`config.mk`:
```
export PLATFORM = sky130hd
export DESIGN_NAME = rx_da_filter
export DESIGN_NICKNAME = d
export VERILOG_FILES = /design/src/rtl/rx_da_filter_pkg.sv /design/src/rtl/rx_da_cfg_regs.sv /design/src/rtl/rx_da_track.sv /design/src/rtl/rx_da_filter.sv
export SDC_FILE = /design/constraint.sdc
export NUM_CORES = 1
export LEC_CHECK = 0
export BUFFER_PORTS_ARGS = -buffer_cell sky130_fd_sc_hd__buf_4
export CORE_UTILIZATION = 38
export CTS_CLUSTER_DIAMETER = 30
export DETAILED_ROUTE_END_ITERATION = 10
export PLACE_DENSITY = 0.62
export SYNTH_ARGS = -nofsm -noshare
export SYNTH_HDL_FRONTEND = slang
export SYNTH_SLANG_ARGS = --single-unit
```
`constraint.sdc`:
```
create_clock -name clk -period 6.09 [get_ports clk]
set_input_delay 0.3045 -clock clk [delete_from_list [all_inputs] [get_ports clk]]
set_output_delay 0.3045 -clock clk [all_outputs]
set_load 0.05 [all_outputs]
```
`src/rtl/rx_da_filter_pkg.sv`:
```
package rx_da_filter_pkg;

  localparam logic [31:0] CRC_POLY_REFL = 32'hEDB88320;

  typedef enum logic [2:0] {
    MK_NONE    = 3'd0,
    MK_STATION = 3'd1,
    MK_BCAST   = 3'd2,
    MK_HASH    = 3'd3,
    MK_PROMISC = 3'd4
  } match_kind_e;

  // One byte through the reflected CRC-32, least significant bit first.
  function automatic logic [31:0] crc_byte(input logic [31:0] c_in,
                                           input logic [7:0]  d);
    logic [31:0] c;
    c = c_in;
    for (int i = 0; i < 8; i++) begin
      if (c[0] ^ d[i]) c = (c >> 1) ^ CRC_POLY_REFL;
      else             c = c >> 1;
    end
    return c;
  endfunction

endpackage

```
`src/rtl/rx_da_cfg_regs.sv`:
```
module rx_da_cfg_regs #(
  parameter int ADDR_BYTES = 6,
  parameter int HASH_WORDS = 4,
  parameter int WORD_W     = 16,
  parameter int BYTE_W     = 8,
  localparam int STA_REGS  = ADDR_BYTES / 2,
  localparam int SEL_W     = $clog2(1 + STA_REGS + HASH_WORDS)
) (
  input  logic                           clk,
  input  logic                           rst,
  input  logic                           we,
  input  logic [SEL_W-1:0]               sel,
  input  logic [WORD_W-1:0]              wdata,
  output logic                           rx_en,
  output logic                           promisc,
  output logic                           hash_en,
  output logic [ADDR_BYTES*BYTE_W-1:0]   station,
  output logic [HASH_WORDS*WORD_W-1:0]   hash_flat
);

  localparam int BIT_EN   = 0;
  localparam int BIT_PROM = 6;
  localparam int BIT_HASH = 11;

  logic [WORD_W-1:0] sta_q  [STA_REGS];
  logic [WORD_W-1:0] hash_q [HASH_WORDS];

  always_ff @(posedge clk) begin
    if (rst) begin
      rx_en   <= 1'b0;
      promisc <= 1'b0;
      hash_en <= 1'b0;
    end else if (we && sel == '0) begin
      rx_en   <= wdata[BIT_EN];
      promisc <= wdata[BIT_PROM];
      hash_en <= wdata[BIT_HASH];
    end
  end

  for (genvar j = 0; j < STA_REGS; j++) begin : g_sta
    always_ff @(posedge clk) begin
      if (rst)                               sta_q[j] <= '0;
      else if (we && sel == SEL_W'(1 + j))   sta_q[j] <= wdata;
    end
    // Lower-numbered byte of each pair sits in the upper half.
    assign station[(2*j)*BYTE_W   +: BYTE_W] = sta_q[j][WORD_W-1 -: BYTE_W];
    assign station[(2*j+1)*BYTE_W +: BYTE_W] = sta_q[j][BYTE_W-1:0];
  end

  for (genvar w = 0; w < HASH_WORDS; w++) begin : g_hash
    always_ff @(posedge clk) begin
      if (rst)                                          hash_q[w] <= '0;
      else if (we && sel == SEL_W'(1 + STA_REGS + w))   hash_q[w] <= wdata;
    end
    assign hash_flat[w*WORD_W +: WORD_W] = hash_q[w];
  end

endmodule

```
`src/rtl/rx_da_track.sv`:
```
module rx_da_track
  import rx_da_filter_pkg::*;
#(
  parameter int ADDR_BYTES = 6,
  parameter int BYTE_W     = 8,
  parameter int IDX_W      = 6,
  localparam int CW        = $clog2(ADDR_BYTES)
) (
  input  logic                         clk,
  input  logic                         rst,
  input  logic                         in_valid,
  input  logic                         in_first,
  input  logic                         in_last,
  input  logic [BYTE_W-1:0]            in_data,
  input  logic [ADDR_BYTES*BYTE_W-1:0] station,
  output logic                         decide_full,
  output logic                         decide_short,
  output logic                         station_hit,
  output logic                         bcast_hit,
  output logic [IDX_W-1:0]             hash_idx
);

  logic [CW-1:0] cnt_q, pos;
  logic          busy_q, live, at_end, lead;
  logic          stn_q, bc_q, stn_nx, bc_nx;
  logic [31:0]   crc_q, crc_in, crc_nx;

  assign live   = in_valid && (in_first || busy_q);
  assign pos    = in_first ? '0 : cnt_q;
  assign lead   = (pos == '0);
  assign at_end = (pos == CW'(ADDR_BYTES - 1));

  assign decide_full  = live && at_end;
  assign decide_short = live && !at_end && in_last;

  assign stn_nx = (lead | stn_q) & (in_data == station[pos*BYTE_W +: BYTE_W]);
  assign bc_nx  = (lead | bc_q)  & (&in_data);
  assign crc_in = lead ? 32'hFFFF_FFFF : crc_q;
  assign crc_nx = crc_byte(crc_in, in_data);

  always_ff @(posedge clk) begin
    if (rst) begin
      busy_q <= 1'b0;
      cnt_q  <= '0;
      stn_q  <= 1'b0;
      bc_q   <= 1'b0;
      crc_q  <= '0;
    end else if (live) begin
      busy_q <= !(decide_full || decide_short);
      cnt_q  <= pos + 1'b1;
      stn_q  <= stn_nx;
      bc_q   <= bc_nx;
      crc_q  <= crc_nx;
    end
  end

  assign station_hit = stn_nx;
  assign bcast_hit   = bc_nx;
  assign hash_idx    = crc_nx[31 -: IDX_W];

  // the byte position never runs past the address while a frame is open.
  p_pos_bound_r9: assert property (@(posedge clk) disable iff (rst)
    busy_q |-> (cnt_q < CW'(ADDR_BYTES)));

endmodule

```
`src/rtl/rx_da_filter.sv`:
```
module rx_da_filter
  import rx_da_filter_pkg::*;
#(
  parameter int ADDR_BYTES = 6,
  parameter int HASH_WORDS = 4,
  parameter int WORD_W     = 16,
  parameter int BYTE_W     = 8,
  localparam int STA_REGS  = ADDR_BYTES / 2,
  localparam int SEL_W     = $clog2(1 + STA_REGS + HASH_WORDS),
  localparam int IDX_W     = $clog2(HASH_WORDS * WORD_W)
) (
  input  logic              clk,
  input  logic              rst,
  input  logic              cfg_we,
  input  logic [SEL_W-1:0]  cfg_sel,
  input  logic [WORD_W-1:0] cfg_wdata,
  input  logic              in_valid,
  input  logic              in_first,
  input  logic              in_last,
  input  logic [BYTE_W-1:0] in_data,
  output logic              dec_valid,
  output logic              dec_accept,
  output logic [2:0]        dec_kind
);

  logic                          cfg_en, cfg_prom, cfg_hen;
  logic [ADDR_BYTES*BYTE_W-1:0]  station;
  logic [HASH_WORDS*WORD_W-1:0]  hash_flat;
  logic                          decide_full, decide_short, decide;
  logic                          station_hit, bcast_hit, hash_hit;
  logic [IDX_W-1:0]              hash_idx;
  match_kind_e                   kind_nx, kind_q;
  logic                          acc_q;

  rx_da_cfg_regs #(
    .ADDR_BYTES(ADDR_BYTES), .HASH_WORDS(HASH_WORDS),
    .WORD_W(WORD_W), .BYTE_W(BYTE_W)
  ) u_cfg (
    .clk(clk), .rst(rst), .we(cfg_we), .sel(cfg_sel), .wdata(cfg_wdata),
    .rx_en(cfg_en), .promisc(cfg_prom), .hash_en(cfg_hen),
    .station(station), .hash_flat(hash_flat)
  );

  rx_da_track #(
    .ADDR_BYTES(ADDR_BYTES), .BYTE_W(BYTE_W), .IDX_W(IDX_W)
  ) u_track (
    .clk(clk), .rst(rst), .in_valid(in_valid), .in_first(in_first),
    .in_last(in_last), .in_data(in_data), .station(station),
    .decide_full(decide_full), .decide_short(decide_short),
    .station_hit(station_hit), .bcast_hit(bcast_hit), .hash_idx(hash_idx)
  );

  // Word w covers bins 16w..16w+15, so the flat table is indexed directly.
  assign hash_hit = hash_flat[hash_idx];
  assign decide   = decide_full || decide_short;

  always_comb begin
    if (decide_short || !cfg_en) kind_nx = MK_NONE;
    else if (cfg_prom)           kind_nx = MK_PROMISC;
    else if (station_hit)        kind_nx = MK_STATION;
    else if (bcast_hit)          kind_nx = MK_BCAST;
    else if (cfg_hen && hash_hit) kind_nx = MK_HASH;
    else                         kind_nx = MK_NONE;
  end

  always_ff @(posedge clk) begin
    if (rst) begin
      dec_valid <= 1'b0;
      kind_q    <= MK_NONE;
      acc_q     <= 1'b0;
    end else begin
      dec_valid <= decide;
      if (decide) begin
        kind_q <= kind_nx;
        acc_q  <= (kind_nx != MK_NONE);
      end else if (in_valid && in_first) begin
        kind_q <= MK_NONE;
        acc_q  <= 1'b0;
      end
    end
  end

  assign dec_accept = acc_q;
  assign dec_kind   = kind_q;

  // accept flag and reason code agree.
  p_kind_agree_r8: assert property (@(posedge clk) disable iff (rst)
    dec_accept == (dec_kind != 3'd0));

  // a verdict formed while receive was off is a reject.
  p_disabled_r2: assert property (@(posedge clk) disable iff (rst)
    (dec_valid && !$past(cfg_en)) |-> !dec_accept);

  // a frame cut short yields a reject strobe next cycle.
  p_short_r10: assert property (@(posedge clk) disable iff (rst)
    decide_short |=> (dec_valid && !dec_accept));

  // with neither a verdict nor a frame start, the verdict holds.
  p_hold_r11: assert property (@(posedge clk) disable iff (rst)
    (!decide && !(in_valid && in_first)) |=> ($stable(dec_accept) && $stable(dec_kind)));

  // a strobe always follows an accepted input byte.
  p_strobe_src_r9: assert property (@(posedge clk) disable iff (rst)
    dec_valid |-> $past(in_valid));

  // a hash verdict needs hash enable in the deciding cycle.
  p_hash_gate_r6: assert property (@(posedge clk) disable iff (rst)
    (dec_valid && dec_kind == 3'd3) |-> $past(cfg_hen));

endmodule

```
==> key figures, run 1 <==
STA
  – Final setup fails: 0
  – Fmax: 0.219 GHz
  – Max Slew Vio Count: 0
  – Slew headroom: 21.8%
  – Crit path time final: 4.57 ns
  – Skew final: 0.0118 ns
  – Total Neg Setup Slack: 0 ns
  – RSZ-0062 raised after global routing: false
  – Fin Hold WS: 0.102 ns
  – Tcrit/Tclk final: 75.0%
  – Worst-Margin Slew: 1.17 ns
  – Hold Violations, Final: 0

Worst setup path
  – Worst setup path category: reg -> reg
  – CP required: 6.40 ns
  – CP cell instances: nor2b_1 -> inv_2 -> ha_1 -> a21oi_1 -> xnor2_2 -> xnor3_2 -> xnor2_4 -> mux4_2 -> nand2_1 -> o21ai_0 -> a211o_1 -> a31oi_1 -> o21ai_1
  – R2r setup slk: 1.52 ns
  – Critical Path Start Type: register
  – CP max-delay cell: xnor3_2
  – Max incr delay on CP: 0.63 ns
  – Crit path max fanout: 18
  – Worst Setup End Kind: register
  – WP buf/inv: 1
  – Worst path arrival time: 4.88 ns
  – CP delay by family, top: XOR/XNOR gates

Outcome
  – Status: completed

Clock network
  – CTS resizes: 0
  – CTS H-tree lvls: 4
  – CTS buffer count: 17
  – Clock buffer depth: 2
  – CTS tree: yes
  – Skew-Pair Late Insertion Delay: 0.42 ns
  – Root buffer cell: clkbuf_16
  – CTS Hold Bufs: 0
  – Clk slew on worst S/H paths: 0.07 ns
  – Clock Sinks: 158
  – Postcts setup bufs: 0

Synthesis
  – Synth unique cells: 52
  – Post-synth EDFFs: 112
  – Synth Register Bits: 158
  – Syn_nets: 755
  – Seq/Total Area, Yosys: 52.7%
  – Ranking of synthesized cells by area: edfxtp_1, dfxtp_1, and2_1
  – Predominant post-synthesis flop cell: edfxtp_1
  – Yosys warns: 0
  – Syn_area_per_cell: 11.3 um^2
  – Area share of the largest cell type after synthesis: 41.4%
  – Syn Inst Count: 719
  – Async set-reset flop share out of synthesis: 0%
  – Synthesized area: 8130 um^2
  – Yosys top cell by area: edfxtp_1

Power
  – Internal: 2.26 mW
  – Maximum vdd drop: 0.170 mV
  – Seq pwr share: 38.9%
  – Overall power: 3.27 mW
  – Leak: 3.37 nW
  – Net Sw Frac: 30.8%
  – Clock share of power: 31.7%
  – Sw Pwr: 1.00 mW
  – Combinational Power Share: 29.4%
  – Pwr/cell area: 353 nW/um^2

Global route
  – First-pass GRT wire length: 29700 um
  – Total GRT Usage: 18.4%
  – Initial antenna violation count: 0
  – Global route overflow: 0
  – Largest net degree at the start of global routing: 55
  – Vias in the first global route: 4917

Finish
  – Synthesis-to-layout area growth: 13.9%
  – Final Util: 44.0%
  – Final nets: 784
  – Antenna fix cells: 0
  – Layout cell share with drive strength beyond 1: 14.3%
  – Fill cells: 1941

Drt
  – Drt via density: 5.07
  – Routed via count: 5249
  – Highest routed layer: met4
  – DRT Wirelength: 19200 um
  – DRC: 0
  – Post-DRT Antenna Nets: 0
  – Wl on met1: 9510 um
  – Wire length on met2: 8600 um
  – 1st-iter DRT viols: 469
  – Metal3 WL: 735 um
  – Drt pass-1 iters: 5
  – Wire per inst: 18.5 um

Floorplanning
  – Die Ht: 148 um
  – Die X: 148 um
  – IO Pins: 38
  – Core area: 21000 um^2
  – Die area: 22000 um^2
  – Row count: 53
  – Starting Density: 38.7%

Place
  – Placer Congestion: 0.821
  – Dpl hpwl: 13100 um
  – IO Port Bufs: 37

Worst hold path
  – Worst hold path class: in -> reg

Job
  – Total of max-cap violations: 0
==> logic make-up (layout without fill, tap and decap cells) <==
family / after synthesis / after routing / share of synthesized area, %
adder cells (fa/ha/maj): 3 / 3 / 0.462
AND/OR/NAND/NOR: 265 / 265 / 16.7
buffers and inverters: 47 / 88 / 2.56
multiplexers: 46 / 46 / 6.78
flip-flops: 158 / 158 / 52.7
XOR/XNOR: 86 / 86 / 11.3
AO/OA/AOI/OAI: 114 / 114 / 9.46
==> synth_stat cells (all sizes together), types with 14 or more instances <==
library cell,number
xnor2,66
clkbuf,31
xor2,17
o21ai,14
edfxtp,112
and2,116
nand2,44
nor2,73
a211oi,28
mux2i,37
a21oi,37
dfxtp,46
==> cell type report <==
class	instances	area, um^2	area share, %
Timing Repair Buffer	49	368	3.97
Multi-Input combinational cell	514	3660	39.5
Clock buffer	18	429	4.64
Tap cell	275	344	3.72
Sequential cell	158	4280	46.3
Inverter	8	30.0	0.324
Clock inverter	13	140	1.51
==> per-stage QoR <==
stage | area (um^2) | cells | setup slack [ns]
floorplan | 8130 | 719 | 1.76
global placement | 8680 | 1004 | 1.31
detailed placement | 8680 | 1004 | 1.22
CTS | 9250 | 1035 | 1.47
global route | 9260 | 1035 | 1.28
finish | 9260 | 1035 | 1.52
==> state kept, by name, indices dropped and copies added, names as in the netlist <==
| register | flops |
|---|---|
| u_track.stn_q | 1 |
| u_cfg.rx_en | 1 |
| dec_accept | 1 |
| u_cfg.hash_q | 64 |
| u_track.busy_q | 1 |
| u_cfg.sta_q | 48 |
| dec_kind | 3 |
| u_track.cnt_q | 3 |
| u_cfg.promisc | 1 |
| u_cfg.hash_en | 1 |
| u_track.bc_q | 1 |
| u_track.crc_q | 32 |
| dec_valid | 1 |
==> power by group through the flow <==
| stage | registers, mW | logic, mW | clock network (mW) |
|---|---|---|---|
| after floorplan | 1.28 | 0.768 | 0 |
| after global placement | 1.29 | 0.957 | 0 |
| after detailed placement | 1.29 | 0.966 | 0 |
| after CTS | 1.27 | 0.969 | 1.05 |
| after global routing | 1.28 | 1.04 | 1.10 |
| final | 1.27 | 0.960 | 1.04 |
==> worst paths after layout <==
path / depth (start not counted) / end / start
max: 13 / dec_kind[1] / u_track.cnt_q[0]
min: 2 / u_track.busy_q / in_valid
max reg2reg: 13 / dec_kind[1] / u_track.cnt_q[0]
min reg2reg: 2 / u_track.crc_q[15] / u_track.crc_q[15]
==> cells in the final DEF (no fill, tap or decap), types with 5 or more instances in the layout <==
master and n:
a211oi_1 28, o22a_1 8, nand3_1 7, nor2_1 72, clkbuf_16 17, nand2_1 44, inv_1 7, mux4_2 7
a21oi_1 33, nand2b_1 7, edfxtp_1 112, buf_4 49, xnor2_1 58, dfxtp_1 46, mux2i_1 37, nor3_1 6
o22ai_1 8, o21ai_1 8, o21ai_0 5, and2_1 116, xor2_1 16
==> per-layer routing <==
layer,global-route usage [%],vias to the layer above
li1,-,2592
met1,27.0,2520
met2,27.1,117
met3,3.59,20
met4,6.03,0
met5,0,-
(Power assumes the default switching activity.)
==> run 2: changes to the inputs <==
--- a/config.mk
+++ b/config.mk
@@ -9,7 +9,7 @@
 export CORE_UTILIZATION = 38
 export CTS_CLUSTER_DIAMETER = 30
 export DETAILED_ROUTE_END_ITERATION = 10
-export PLACE_DENSITY = 0.62
+export PLACE_DENSITY = 0.64
 export SYNTH_ARGS = -nofsm -noshare
 export SYNTH_HDL_FRONTEND = slang
 export SYNTH_SLANG_ARGS = --single-unit
==> constraint.sdc (replaced) <==
create_clock -name clk -period 3.8 [get_ports clk]
set_input_delay 0.19 -clock clk [delete_from_list [all_inputs] [get_ports clk]]
set_output_delay 0.19 -clock clk [all_outputs]
set_load 0.05 [all_outputs]
==> key figures, run 2 (synthesis results as in run 1) <==
Finish
  – Layout cell share with drive strength beyond 1: 18.6% (+4.2 points)
  – Largest register FFs: 64 (unchanged)
  – Final nets: 810 (+3.3%)
  – Post-route cell area: 9600 um^2 (+3.8%)
  – Synthesis-to-layout area growth: 18.2%
  – Biggest regs: u_cfg.hash_q (64), u_cfg.sta_q (48), u_track.crc_q (32)
  – Commonest non-fill, non-tap cell in the layout: and2_1
  – Most frequent cells in the layout: and2_1, edfxtp_1, nor2_1
  – Most flops, register: u_cfg.hash_q
  – Antenna fix cells: 0 (unchanged)

Worst setup path
  – WP buf/inv: 3 (+2)
  – Reg2reg end: dec_kind[1]
  – Worst Setup End Kind: register
  – Reg2reg start: u_track.cnt_q[0]
  – CP delay by family, top: XOR/XNOR gates
  – R2r setup slk: 0.14 ns (-1.38 ns)
  – CP cell instances: nor2b_4 -> inv_4 -> ha_2 -> a21oi_4 -> xnor2_4 -> buf_6 -> xnor3_2 -> xnor3_4 -> buf_4 -> mux4_2 -> nand2_1 -> nand3_1 -> a211o_1 -> a31oi_1 -> o21ai_1
  – Worst path arrival time: 3.97 ns (-0.91 ns)
  – Crit path max fanout: 6 (-12)
  – Worst-case reg-to-reg path depth: 15 (+2)
  – Critical Path Start Type: register
  – CP required: 4.12 ns (-2.28 ns)
  – Max incr delay on CP: 0.56 ns (-0.07 ns)
  – CP max-delay cell: xnor3_4
  – Worst setup path category: reg -> reg

Place
  – Placer Congestion: 0.819 (-0.22%)
  – Dpl hpwl: 13700 um (+4.9%)
  – IO Port Bufs: 37 (unchanged)
  – Placed Area: 8870 um^2 (+2.2%)

Drt
  – 1st-iter DRT viols: 526 (+12%)
  – Drt pass-1 iters: 5 (unchanged)
  – DRT Wirelength: 20400 um (+6.5%)
  – Wire per inst: 19.2 um (+3.8%)
  – Post-DRT Antenna Nets: 0 (unchanged)
  – Drt via density: 5.17 (+1.9%)
  – DRC: 0 (unchanged)
  – Routed via count: 5488 (+4.6%)

Global route
  – M3 GR Usage: 3.62% (+0.031 points)
  – Global route overflow: 0 (unchanged)
  – Vias in the first global route: 5308 (+8.0%)
  – Largest net degree at the start of global routing: 55 (unchanged)
  – Met1 GRT Util: 28.2% (+1.2 points)
  – Most used routing layer: met2
  – Total GRT Usage: 19.3% (+0.92 points)
  – Initial antenna violation count: 0 (unchanged)
  – GR Util met2: 29.4% (+2.2 points)
  – First-pass GRT wire length: 31300 um (+5.4%)

Worst hold path
  – WHS Path Cells: 3 (+1)
  – Worst hold path class: in -> reg
  – Hold Crit Endpoint: u_track.busy_q
  – HP Start: in_last

Floorplanning
  – Die area: 22000 um^2 (unchanged)
  – Starting Density: 38.7% (unchanged)
  – Row count: 53 (unchanged)
  – Die X: 148 um (unchanged)
  – IO Pins: 38 (unchanged)
  – Core area: 21000 um^2 (unchanged)
  – Die Ht: 148 um (unchanged)

STA
  – Max Slew Vio Count: 0 (unchanged)
  – Final setup fails: 0 (unchanged)
  – Crit path time final: 3.66 ns (-0.912 ns)
  – Worst-Margin Slew: 1.18 ns (+0.0105 ns)
  – Slew headroom: 21.1% (-0.70 points)
  – Skew final: 0.0118 ns (+0.0000346 ns)
  – Fmax: 0.273 GHz (+25%)
  – Hold Violations, Final: 0 (unchanged)
  – Tcrit/Tclk final: 96.2% (+21 points)

Outcome
  – Status: completed

Clock network
  – Clock Sinks: 158 (unchanged)
  – Skew-Pair Late Insertion Delay: 0.43 ns (about the same)
  – Clock buffer depth: 2 (unchanged)
  – CTS buffer count: 17 (unchanged)
  – CTS tree: yes
  – Clk slew on worst S/H paths: 0.07 ns (about the same)
  – CTS H-tree lvls: 4 (unchanged)
  – Root buffer cell: clkbuf_16

Job
  – Total of max-cap violations: 0 (unchanged)

Power
  – Maximum vdd drop: 0.297 mV (+74%)
  – Leak: 3.55 nW (+5.4%)
  – Pwr/cell area: 581 nW/um^2 (+65%)
  – Overall power: 5.58 mW (+71%)
==> run 2: cell types whose count changed in the layout (fill, tap and decap cells not counted), sizes merged <==
cell,delta
buf,+24
dlygate4sd3,+1
bufinv,-2
inv,+5
clkbuf,-1
xnor3,+1
clkinv,+1
clkinvlp,-2
==> run 2: cell type report <==
class,instances,area [um^2]
well taps,275,344
inverters,8,32.5
clock buffers,17,425
clock inverters,15,169
fillers,1925,11400
multi-input cells,515,3780
flip-flops and latches,158,4280
repair buffers,74,572
==> run 2: what timing repair did <==
| action | 4_1_cts | 5_1_grt |
|---|---|---|
| pin swaps | 0 | 3 |
| setup endpoints to repair | 3 | 3 |
| hold buffers | 1 | 0 |
| hold endpoints to repair | 1 | 0 |
| buffers inserted | 0 | 3 |
| resized for setup | 2 | 11 |
| gates cloned | 0 | 1 |
==> run 2: layer usage <==
metal / routed length [um] / vias up
met4: 207 / 0
met1: 9870 / 2666
li1: - / 2655
met5: 0 / -
met3: 1030 / 16
met2: 9300 / 151
==> run 2: tightest hold or removal path, cell delays in order <==
cell and delay (ns):
buf_4 0.09, a21o_1 0.12, a211oi_1 0.08
==> run 2: through the flow <==
stage,utilization [%],setup WS (ns),instances,TNS [ns],hold WS [ns]
floorplan,-,0.00187,719,0,0.287
global placement,42.2,0.0704,1024,0,0.414
detailed placement,42.2,-0.00934,1024,-0.00934,0.420
CTS,45.2,0.0331,1057,0,0.0818
global route,45.7,-0.000721,1062,-0.000721,0.107
finish,45.7,0.143,1062,0,0.0988
==> run 2: how the worst max path moves through the flow <==
stage	start	to	slack (ns)	cells past startpoint
2_1_floorplan	u_track.cnt_q[0]	dec_kind[1]	0.002	16
3_3_place_gp	u_track.cnt_q[0]	dec_accept	0.07	15
4_1_cts	u_track.cnt_q[0]	dec_kind[1]	0.03	14
3_5_place_dp	u_track.cnt_q[0]	dec_accept	-0.009	15
5_1_grt	u_track.cnt_q[0]	dec_kind[1]	-0.0007	15
6_report	u_track.cnt_q[0]	dec_kind[1]	0.14	15
==> run 2: power breakdown <==
group          total [mW]  switching (mW)  internal (mW)  leakage (nW)
clock network        1.71           0.822          0.886         0.291
logic                1.84           0.946          0.892          1.80
registers            2.03          0.0621           1.97          1.46
